===== src/rtl/rrb_pkg.sv =====
package rrb_pkg;

    // Output clamp behaviour selected per register while isolated.
    typedef enum logic [1:0] {
        CLAMP_ZERO = 2'd0,
        CLAMP_ONE  = 2'd1,
        CLAMP_HOLD = 2'd2,
        CLAMP_RSVD = 2'd3
    } clamp_e;

    // Per-cycle actions the sequence controller grants to every cell.
    typedef struct packed {
        logic capture;  // sample main into staging
        logic commit;   // staging into always-powered copy
        logic restore;  // copy back into main
        logic write;    // functional write allowed this cycle
    } bank_cmd_t;

    function automatic clamp_e clamp_code(input logic [1:0] code);
        return (code == 2'd3) ? CLAMP_ZERO : clamp_e'(code);
    endfunction

    function automatic int unsigned cnt_width(input int unsigned lat);
        return (lat < 2) ? 1 : $clog2(lat + 1);
    endfunction

endpackage


===== src/rtl/rrb_seq_ctrl.sv =====
module rrb_seq_ctrl
    import rrb_pkg::*;
#(
    parameter int unsigned SAVE_LAT = 2
) (
    input  logic      clk,
    input  logic      rst,
    input  logic      pwr_on,
    input  logic      wr_en,
    input  logic      save,
    input  logic      restore,
    output bank_cmd_t cmd,
    output logic      save_busy,
    output logic      seq_err
);

    localparam int unsigned CW = cnt_width(SAVE_LAT);

    logic [CW-1:0] cnt_q;
    logic          need_rst_q;
    logic          busy;
    logic          save_ok;
    logic          restore_ok;
    logic          viol;

    always_comb begin
        busy        = (cnt_q != '0);
        save_ok     = save & ~restore & pwr_on;
        restore_ok  = restore & ~save & pwr_on;
        cmd.capture = save_ok;
        cmd.commit  = pwr_on & (cnt_q == CW'(1));
        cmd.restore = restore_ok;
        cmd.write   = wr_en & pwr_on & ~need_rst_q & ~restore_ok;
        viol        = (save & restore)
                    | (restore & ~save & ~pwr_on)
                    | (~pwr_on & busy)
                    | (wr_en & pwr_on & need_rst_q & ~restore_ok);
    end

    assign save_busy = busy;

    always_ff @(posedge clk) begin
        if (rst) begin
            cnt_q      <= '0;
            need_rst_q <= 1'b0;
            seq_err    <= 1'b0;
        end else begin
            seq_err <= viol;
            if (!pwr_on)
                cnt_q <= '0;
            else if (save_ok)
                cnt_q <= CW'(SAVE_LAT);
            else if (busy)
                cnt_q <= cnt_q - CW'(1);
            if (!pwr_on)
                need_rst_q <= 1'b1;
            else if (restore_ok)
                need_rst_q <= 1'b0;
        end
    end

    p_save_busy_r3: assert property (@(posedge clk) disable iff (rst)
        (save && !restore && pwr_on) |=> save_busy);

    p_abort_r7: assert property (@(posedge clk) disable iff (rst)
        (!pwr_on && save_busy) |=> (!save_busy && seq_err));

    p_restore_off_r8: assert property (@(posedge clk) disable iff (rst)
        (restore && !save && !pwr_on) |=> seq_err);

    p_both_err_r10: assert property (@(posedge clk) disable iff (rst)
        (save && restore) |=> seq_err);

    p_quiet_r11: assert property (@(posedge clk) disable iff (rst)
        (!save && !restore && !wr_en && pwr_on && !save_busy) |=> !seq_err);

endmodule


===== src/rtl/rrb_cell.sv =====
module rrb_cell
    import rrb_pkg::*;
#(
    parameter int unsigned W          = 8,
    parameter int unsigned AW         = 2,
    parameter int unsigned IDX        = 0,
    parameter logic [W-1:0] CORRUPT   = '0
) (
    input  logic          clk,
    input  logic          rst,
    input  logic          pwr_on,
    input  bank_cmd_t     cmd,
    input  logic [AW-1:0] wr_addr,
    input  logic [W-1:0]  wr_data,
    output logic [W-1:0]  main_q,
    output logic [W-1:0]  main_nx
);

    logic [W-1:0] shadow_q;
    logic [W-1:0] stage_q;
    logic         hit;

    assign hit = (wr_addr == AW'(IDX));

    always_comb begin
        main_nx = main_q;
        if (!pwr_on)
            main_nx = CORRUPT;
        else if (cmd.restore)
            main_nx = shadow_q;
        else if (cmd.write && hit)
            main_nx = wr_data;
    end

    always_ff @(posedge clk) begin
        if (rst) begin
            main_q   <= '0;
            shadow_q <= '0;
            stage_q  <= '0;
        end else begin
            main_q <= main_nx;
            if (cmd.capture)
                stage_q <= main_q;
            if (cmd.commit)
                shadow_q <= stage_q;
        end
    end

    p_write_r2: assert property (@(posedge clk) disable iff (rst)
        (pwr_on && cmd.write && hit && !cmd.restore) |=> (main_q == $past(wr_data)));

    p_restore_r4: assert property (@(posedge clk) disable iff (rst)
        cmd.restore |=> (main_q == $past(shadow_q)));

    p_off_corrupt_r5: assert property (@(posedge clk) disable iff (rst)
        !pwr_on |=> (main_q == CORRUPT));

    p_shadow_keep_r5: assert property (@(posedge clk) disable iff (rst)
        !cmd.commit |=> $stable(shadow_q));

endmodule


===== src/rtl/rrb_iso.sv =====
module rrb_iso
    import rrb_pkg::*;
#(
    parameter int unsigned W    = 8,
    parameter logic [1:0]  MODE = 2'd0
) (
    input  logic         clk,
    input  logic         rst,
    input  logic         iso_en,
    input  logic [W-1:0] main_q,
    input  logic [W-1:0] main_nx,
    output logic [W-1:0] dout
);

    localparam clamp_e MODE_E = clamp_code(MODE);

    logic [W-1:0] hold_q;

    always_ff @(posedge clk) begin
        if (rst)
            hold_q <= '0;
        else if (!iso_en)
            hold_q <= main_nx;
    end

    always_comb begin
        if (!iso_en) begin
            dout = main_q;
        end else begin
            case (MODE_E)
                CLAMP_ONE:  dout = '1;
                CLAMP_HOLD: dout = hold_q;
                default:    dout = '0;
            endcase
        end
    end

    p_hold_stable_r6: assert property (@(posedge clk) disable iff (rst)
        (MODE_E == CLAMP_HOLD && iso_en && $past(iso_en)) |-> $stable(dout));

    p_hold_entry_r6: assert property (@(posedge clk) disable iff (rst)
        (MODE_E == CLAMP_HOLD && $rose(iso_en)) |-> (dout == $past(main_nx)));

endmodule


===== src/rtl/retention_bank.sv =====
module retention_bank
    import rrb_pkg::*;
#(
    parameter int unsigned   NREG        = 4,
    parameter int unsigned   W           = 8,
    parameter int unsigned   SAVE_LAT    = 2,
    parameter logic [W-1:0]  CORRUPT_PAT = 8'hA5,
    parameter logic [2*NREG-1:0] CLAMP_MODES = 8'b10_01_00_10,
    localparam int unsigned  AW          = (NREG > 1) ? $clog2(NREG) : 1
) (
    input  logic              clk,
    input  logic              rst,
    input  logic              pwr_on,
    input  logic              iso_en,
    input  logic              wr_en,
    input  logic [AW-1:0]     wr_addr,
    input  logic [W-1:0]      wr_data,
    input  logic              save,
    input  logic              restore,
    output logic [NREG*W-1:0] dout,
    output logic              save_busy,
    output logic              seq_err
);

    bank_cmd_t cmd;

    rrb_seq_ctrl #(
        .SAVE_LAT (SAVE_LAT)
    ) u_ctrl (
        .clk       (clk),
        .rst       (rst),
        .pwr_on    (pwr_on),
        .wr_en     (wr_en),
        .save      (save),
        .restore   (restore),
        .cmd       (cmd),
        .save_busy (save_busy),
        .seq_err   (seq_err)
    );

    for (genvar i = 0; i < NREG; i++) begin : g_reg
        logic [W-1:0] main_q;
        logic [W-1:0] main_nx;

        rrb_cell #(
            .W       (W),
            .AW      (AW),
            .IDX     (i),
            .CORRUPT (CORRUPT_PAT)
        ) u_cell (
            .clk     (clk),
            .rst     (rst),
            .pwr_on  (pwr_on),
            .cmd     (cmd),
            .wr_addr (wr_addr),
            .wr_data (wr_data),
            .main_q  (main_q),
            .main_nx (main_nx)
        );

        rrb_iso #(
            .W    (W),
            .MODE (CLAMP_MODES[2*i +: 2])
        ) u_iso (
            .clk     (clk),
            .rst     (rst),
            .iso_en  (iso_en),
            .main_q  (main_q),
            .main_nx (main_nx),
            .dout    (dout[i*W +: W])
        );
    end

endmodule


===== config.mk =====
export PLATFORM = sky130hd
export DESIGN_NAME = retention_bank
export DESIGN_NICKNAME = d
export VERILOG_FILES = /design/src/rtl/rrb_pkg.sv /design/src/rtl/rrb_seq_ctrl.sv /design/src/rtl/rrb_cell.sv /design/src/rtl/rrb_iso.sv /design/src/rtl/retention_bank.sv
export SDC_FILE = /design/constraint.sdc
export NUM_CORES = 1
export LEC_CHECK = 0
export BUFFER_PORTS_ARGS = -buffer_cell sky130_fd_sc_hd__buf_2
export CORE_UTILIZATION = 55
export DETAILED_ROUTE_END_ITERATION = 8
export GPL_ROUTABILITY_DRIVEN = 0
export GPL_TIMING_DRIVEN = 0
export PLACE_DENSITY = 0.74
export REMOVE_ABC_BUFFERS = 1
export SETUP_SLACK_MARGIN = 0.4
export SLEW_MARGIN = 5
export SYNTH_ARGS = -nofsm -noshare
export SYNTH_HDL_FRONTEND = slang
export SYNTH_HIERARCHICAL = 1
export SYNTH_SLANG_ARGS = --single-unit

===== constraint.sdc =====
create_clock -name clk -period 2.44 [get_ports clk]
set_input_delay 0.244 -clock clk [delete_from_list [all_inputs] [get_ports clk]]
set_output_delay 0.244 -clock clk [all_outputs]
set_load 0.01 [all_outputs]

# Word level (Yosys, flattened, before mapping)
# Index checks and enable logic that the tools add are counted.
[totals] wordCells=80 in_bits=17 register_bits=116 output_inout_bits=34
[op_classes] reduce_logical=11 n_eq_ne=7 n_mux=20 bitwise_logic=21 n_addsub=1
[op_table] cell="$mux W8" count=16
[op_table] cell="$and A1 B1 Y1" count=13
[op_table] cell="$reduce_bool A2 Y1" count=4
[op_table] cell="$ne A3 B1 Y1 const B" count=2
[op_table] cell="$not A1 Y1" count=5
[op_table] cell="$eq A2 B1 Y1 const B" count=2
[op_table] cell="$eq A2 B2 Y1 const B" count=2
[op_table] cell="$logic_and A1 B1 Y1" count=4
[op_table] cell="$mux W2" count=2
[op_table] cell="$or A1 B1 Y1" count=3
[op_table] cell="$reduce_or A3 Y1" count=1
[op_table] cell="$logic_not A2 Y1" count=1
[op_table] cell="$mux W1" count=2
[op_table] cell="$ne A2 B1 Y1 const B" count=1
[op_table] cell="$reduce_or A2 Y1" count=1
[op_table] cell="$sub A2 B1 Y2 const B" count=1

# Longest topological paths before layout
# Gate-level depths: netlist (run 1).
[logic_depth] ltp_word=9 depth_mapped=9 mapped_depth_nobuf=8

# Hierarchy
# The synthesis (run 1) kept the hierarchy.
[by_module_without_submodules] module="rrb_cell (g_reg[1].u_cell ...)" seq_area_each_um2=480.5 cells_per_inst=113 area_each_um2=1064.8 n_inst=2
[by_module_without_submodules] module="rrb_cell (g_reg[0].u_cell)" seq_area_each_um2=480.5 cells_per_inst=117 area_each_um2=1064.8 n_inst=1
[by_module_without_submodules] module="rrb_cell (g_reg[3].u_cell)" seq_area_each_um2=480.5 cells_per_inst=110 area_each_um2=1046.0 n_inst=1
[by_module_without_submodules] module="rrb_iso (g_reg[0].u_iso ...)" seq_area_each_um2=160.2 cells_per_inst=51 area_each_um2=376.6 n_inst=2
[by_module_without_submodules] module="rrb_seq_ctrl" seq_area_each_um2=80.1 cells_per_inst=26 area_each_um2=209.0 n_inst=1
[by_module_without_submodules] module="rrb_iso (g_reg[1].u_iso ...)" seq_area_each_um2=0.0 cells_per_inst=8 area_each_um2=50.0 n_inst=2

# Least setup slack after synthesis (run 1)
# No wires, ideal clock.
[synth_timing] kind="in2reg" start="input port save" end="register g_reg[0].u_iso.hold_q[3]" t_arrival_ns=2.051 n_path_buf=1 path_slack_ns=0.323 t_required_ns=2.373 setup_ns=0.067 stages=9 path_cell_list="nand2b_1 -> nand3_1 -> nor2_1 -> nor3b_4 -> buf_6 -> mux2_2 -> nor2_1 -> nand2b_1 -> a21oi_2"
[synth_rtl] element="from (decl)" line_no="retention_bank.sv:18" source="input logic save,"
[synth_rtl] element="to (signal assigned)" line_no="rrb_iso.sv:23" source="hold_q <= main_nx;"
[synth_rtl] element="to (decl)" line_no="rrb_iso.sv:17" source="logic [W-1:0] hold_q;"

==> metrics, run 1 <==
dpl cell area 5490 um2; fin crit share 0.784; vias in the first global route 3856; largest net degree at the start of global routing 65; initial antenna violation count 0; CP Data Arrival Time 2.35 ns; post-route setup slack 0.527 ns; clk slew on worst S/H paths 0.05 ns; crit path max fanout 13; RSZ-0062 raised after global routing no; Hold Slack 0.0542 ns; yosys warns 6; Antenna Cells 0; power consumption 4.71 mW; Critical R2R Capture g_reg[3].u_iso/hold_q[4]; Die X 99.3 um; CP endpoint kind register; Fill cells 777; total congestion overflow 0; Setup WS pre-CTS -0.698 ns; cts bufs inserted 17; status completed; Flop pwr share 0.419; CP Cell Sequence nor2_4 -> and3_1 -> mux2i_1 -> and3_1 -> nand2b_1 -> a21oi_1; Hold Path Sink u_ctrl/seq_err; Site Rows 35; combinational share of power 0.075; IO buf count 50; M2 GR Usage 0.403; Die Height 99.3 um; Net Sw Frac 0.229; crit path time final 1.91 ns; design area 6080 um2; actual slew at the worst max-slew pin 1.02 ns; Routed Wire Length 11300 um; clk root buf clkbuf_8; CTS tree done; clk_lat worst skew 0.52 ns; Worst Min Path Start wr_en; share of layout cells above drive strength 1 0.182; clock tree buffer depth 2; 1st-iter DRT viols 207; post-DR wirelength/cell 15.4 um; remaining antenna violation count after routing 0; Detailed Routing Iterations Pass 1 4; post-route insts no fill 733; I/O pin count 51; area of the mapped netlist 5200 um2; final hold violation count 0; clock power share 0.506; Worst setup SP type register; worst setup path start u_ctrl/need_rst_q; post-route clock skew 0.0109 ns; Initial Utilization 0.566; Overall Global Routing Usage 0.245; worst hold path depth 3; mean number of vias per cell 5.59; global routing met1 resource utilization 0.310; CP required 2.88 ns; RR Startpoint u_ctrl/need_rst_q; Cells after Synth 573; Syn-to-layout area delta 16.8%; CTS Sinks 116; DP Cell Count 702; routed via count 4100; routing usage on met3 0.0590; final setup fails 0; Layout Nets 628; sw power 1.08 mW; first-pass GRT wire length 18800 um; VDD IR max 0.000533 V; Core Region 9200 um2; Max Slew Vio Count 0; Avg Cell Area, Syn 9.08 um2; die area 9850 um2; power per cell area 776 nW/um2; CP most frequent cell and3_1; R2R setup slack 0.53 ns; dpl hpwl 6900 um; GR peak layer met2; # DRC 0; kind of critical path register to register; Hold Crit Class input pin to register; Worst path slowest cell and3_1; CTS H-tree depth 4; max cap viols 0; Leakage Power 2.36 nW; Cell Int Power 3.63 mW; headroom to the max-slew limit 0.318; R2R cell count 6; Critical Path Max Stage Delay 0.50 ns; fmax 0.523 GHz
-- layout make-up --
cell class              count  area (um2)  share of cell area
well taps                 111         139              0.0229
multi-input cells         404        2630               0.433
clock buffers              21         469              0.0772
repair buffers             55         350              0.0576
flip-flops and latches    116        2320               0.382
inverters                  17        63.8              0.0105
clock inverters             9         104              0.0171
-- metrics by stage --
step                      utilization  TNS [ns]
final                           0.661         0
after detailed placement        0.597    -14.34
after global routing            0.661         0
after global placement          0.585   -217.15
after floorplan                     -    -50.77
after CTS                       0.661         0
-- layer usage --
metal / routed length [um] / vias up
met5: 0 / -
met4: 222 / 0
met1: 5270 / 1952
met3: 478 / 20
met2: 5340 / 98
li1: - / 2030
-- power groups by stage --
stage / clock network (mW) / registers (mW) / logic [mW]
final: 2.38 / 1.98 / 0.355
after floorplan: 0 / 2.01 / 0.205
after CTS: 2.41 / 1.98 / 0.355
after global placement: 0 / 2.01 / 0.338
after global routing: 2.50 / 1.98 / 0.395
after detailed placement: 0 / 2.02 / 0.350
-- cells in the final DEF (no fill, tap or decap), types with 2 or more instances in the layout --
master and instances:
buf_2 48, nand3_1 10, and3_1 9, or2b_2 4, or2_1 8, buf_12 3, clkbuf_8 5, nor2_4 3
inv_1 17, a21oi_1 16, mux2_2 4, a21boi_0 16, bufinv_16 2, mux2i_1 68, nand3b_4 2, clkinv_2 4
nor2_1 98, clkbuf_16 16, nand2b_1 30, nor2b_1 12, nand3b_1 20, nand2_1 34, a211oi_1 8, a21oi_2 2
buf_4 3, o21ai_0 16, clkinvlp_4 2, a31oi_1 17, or3b_1 12, and4b_2 8, dfxtp_1 116
-- state kept, by name, summed over array words and instances, names as in the netlist --
signal             cells
g.u_cell/main_q       32
u_ctrl/need_rst_q      1
u_ctrl/cnt_q           2
g.u_cell/stage_q      32
g.u_iso/hold_q        16
u_ctrl/seq_err         1
g.u_cell/shadow_q     32
-- worst max path at each step --
stage / to / slack [ns] / cells after the start
finish: g_reg[3].u_iso/hold_q[4] / 0.53 / 6
global route: g_reg[3].u_iso/hold_q[6] / 0.42 / 6
CTS: g_reg[3].u_iso/hold_q[4] / 0.52 / 6
detailed placement: g_reg[0].u_iso/hold_q[1] / -0.70 / 8
global placement: g_reg[0].u_iso/hold_q[0] / -3.07 / 7
floorplan: g_reg[0].u_iso/hold_q[0] / -1.0 / 6
-- what timing repair did --
action,in CTS,in global routing
hold buffers,0,0
endpoints found under the setup margin,38,0
setup buffers,1,0
resized for setup,3,0
-- critical path, delay by kind of cell (launching register included) --
family / cells / cell delay [ns]
flops: 1 / 0.34
compound gates: 1 / 0.15
simple gates: 4 / 1.05
mux: 1 / 0.28
(Power assumes the default switching activity.)
==> inputs of run 2 (changes only) <==
--- a/config.mk
+++ b/config.mk
@@ -6,7 +6,7 @@
 export NUM_CORES = 1
 export LEC_CHECK = 0
 export BUFFER_PORTS_ARGS = -buffer_cell sky130_fd_sc_hd__buf_2
-export CORE_UTILIZATION = 55
+export CORE_UTILIZATION = 53
 export DETAILED_ROUTE_END_ITERATION = 8
 export GPL_ROUTABILITY_DRIVEN = 0
 export GPL_TIMING_DRIVEN = 0
==> constraint.sdc (replaced) <==
create_clock -name clk -period 1.55 [get_ports clk]
set_input_delay 0.155 -clock clk [delete_from_list [all_inputs] [get_ports clk]]
set_output_delay 0.155 -clock clk [all_outputs]
set_load 0.01 [all_outputs]
==> run 2 against run 1 <==
  * The run now ends with setup timing left
  * Cell count increased by 12%
  * Utilization increased by 9.1 points
  * Routed wire length increased by 26%
  * Via count increased by 12%
  * Sequential share of layout area decreased by 4.7 points
  * Power increased by 70%
  * Global-route usage increased by 3.6 points
  * First-iteration DRC count decreased by 2.9%
  * Largest power group unchanged
  * Flip-flop and latch count unchanged
  * Clock-buffer cell count decreased by 2
==> metrics, run 2 (same netlist as run 1, synthesis figures left out) <==
max cap viols 0 (unchanged); headroom to the max-slew limit 0.599 (+0.281); clock tree buffer depth 2 (unchanged); post-route setup slack -0.0210 ns (-0.548 ns); mean number of vias per cell 5.60 (+0.19%); power per cell area 1140 nW/um2 (+47%); Leakage Power 2.81 nW (+19%); Routed Wire Length 14200 um (+26%); CP required 1.93 ns (-0.95 ns); post-route insts no fill 818 (+12%); fmax 0.637 GHz (+22%); IO buf count 50 (unchanged); setup_tns -0.0232 ns (-0.0232 ns); Fill cells 656 (-16%); Die X 101 um (+1.8%); post-DR wirelength/cell 17.4 um (+13%); final hold violation count 0 (unchanged); Overall Global Routing Usage 0.281 (+0.0356); kind of critical path register to register; Hold Crit Class input pin to register; vias in the first global route 4532 (+18%); DP Cell Count 720 (+2.6%); first-pass GRT wire length 21800 um (+16%); Die Height 101 um (+1.8%); CP Data Arrival Time 1.95 ns (-0.40 ns); Layout Nets 693 (+10%); Hold Slack 0.0191 ns (-0.0351 ns); RR Startpoint u_ctrl/need_rst_q; dpl hpwl 7000 um (+1.5%); routed via count 4584 (+12%); VDD IR max 0.000716 V (+34%); Worst Min Path Start rst; post-route clock skew 0.00753 ns (-0.00335 ns); initial antenna violation count 0 (unchanged); # DRC 0 (unchanged); CTS tree done; Core Region 9370 um2 (+1.9%); Setup WS pre-CTS -1.44 ns (-0.742 ns); Max Slew Vio Count 0 (unchanged); power consumption 8.01 mW (+70%); I/O pin count 51 (unchanged); Critical R2R Capture g_reg[3].u_iso/hold_q[5]; crit path time final 1.57 ns (-0.342 ns); CTS H-tree depth 4 (unchanged); clk root buf clkbuf_8; Initial Utilization 0.555 (-0.0106); Antenna Cells 0 (unchanged); Site Rows 35 (unchanged); R2R setup slack -0.02 ns (-0.55 ns); R2R cell count 8 (+2); Detailed Routing Iterations Pass 1 5 (+1); clk_lat worst skew 0.51 ns (about the same); CTS Sinks 116 (unchanged); status finished with violations; dpl cell area 5520 um2 (+0.55%); CP endpoint kind register; 1st-iter DRT viols 201 (-2.9%); most common cell after layout, fill and taps aside nor2_1; actual slew at the worst max-slew pin 0.602 ns (-0.421 ns); Worst setup SP type register; failing checks setup timing; Top Registers g.u_cell/main_q x32, g.u_cell/shadow_q x32, g.u_cell/stage_q x32; total congestion overflow 0 (unchanged); final setup fails 2 (+2); RSZ-0062 raised after global routing yes; worst hold path depth 2 (-1); crit path max fanout 5 (-8); design area 7040 um2 (+16%); share of layout cells above drive strength 1 0.334 (+0.152); clk slew on worst S/H paths 0.06 ns (about the same); die area 10200 um2 (+3.7%); post-layout util 0.752 (+0.0907); commonest cells after routing, fill and taps aside nor2_1, dfxtp_1, mux2i_1, buf_2, buf_4; Syn-to-layout area delta 35.4%; largest net degree at the start of global routing 79 (+22%); cts bufs inserted 17 (unchanged); remaining antenna violation count after routing 0 (unchanged); Hold Path Sink g_reg[0].u_cell/stage_q[1]; fin crit share 1.01 (+0.230)
[run 2: power by group]
part           switching (mW)  internal (mW)
clock                    1.40           2.77
combinational           0.400          0.333
sequential             0.0412           3.07
total                    1.84           6.17
[run 2: worst max-delay path, stage by stage (launching register included)]
cell and delay (ns):
dfxtp_2 0.34, nor2_4 0.13, buf_4 0.14, buf_6 0.12, nand3_1 0.24, nand3b_1 0.22
nand3_1 0.10, nand2b_1 0.09, a21oi_1 0.06
[run 2: worst max-delay path by stage]
stage | start | end | slack [ns] | depth (start not counted)
finish | u_ctrl/need_rst_q | g_reg[3].u_iso/hold_q[5] | -0.02 | 8
global route | u_ctrl/need_rst_q | g_reg[0].u_iso/hold_q[0] | -0.04 | 8
CTS | u_ctrl/need_rst_q | g_reg[0].u_iso/hold_q[5] | 0.04 | 8
detailed placement | pwr_on | g_reg[0].u_iso/hold_q[4] | -1.44 | 8
global placement | pwr_on | g_reg[0].u_iso/hold_q[5] | -3.77 | 7
floorplan | save | g_reg[0].u_iso/hold_q[0] | -1.80 | 6
[run 2: layout make-up]
cell class                 count  area (um2)  area share
clock buffer                  19         422      0.0599
clock inverter                13         208      0.0295
inverter                      17        63.8     0.00906
multi-input combinational    405        2780       0.395
sequential                   116        2360       0.335
tap                          129         161      0.0229
timing repair buffer         119        1050       0.149
[run 2: metal layers]
metal / routed length [um] / up-vias / share of wire / global-route usage
met1: 6060 / 2222 / 0.43 / 0.321
met4: 430 / 0 / 0.030 / 0.148
met5: 0 / - / 0 / 0
li1: - / 2164 / - / -
met2: 7100 / 157 / 0.50 / 0.486
met3: 648 / 41 / 0.046 / 0.0638
[run 2: what timing repair did]
action / in CTS / in global routing
gates cloned: 4 / 1
pin swaps: 32 / 39
setup buffers: 44 / 10
hold buffers: 7 / 0
hold endpoints to repair: 7 / 0
setup endpoints to repair: 145 / 113
resized for setup: 51 / 39
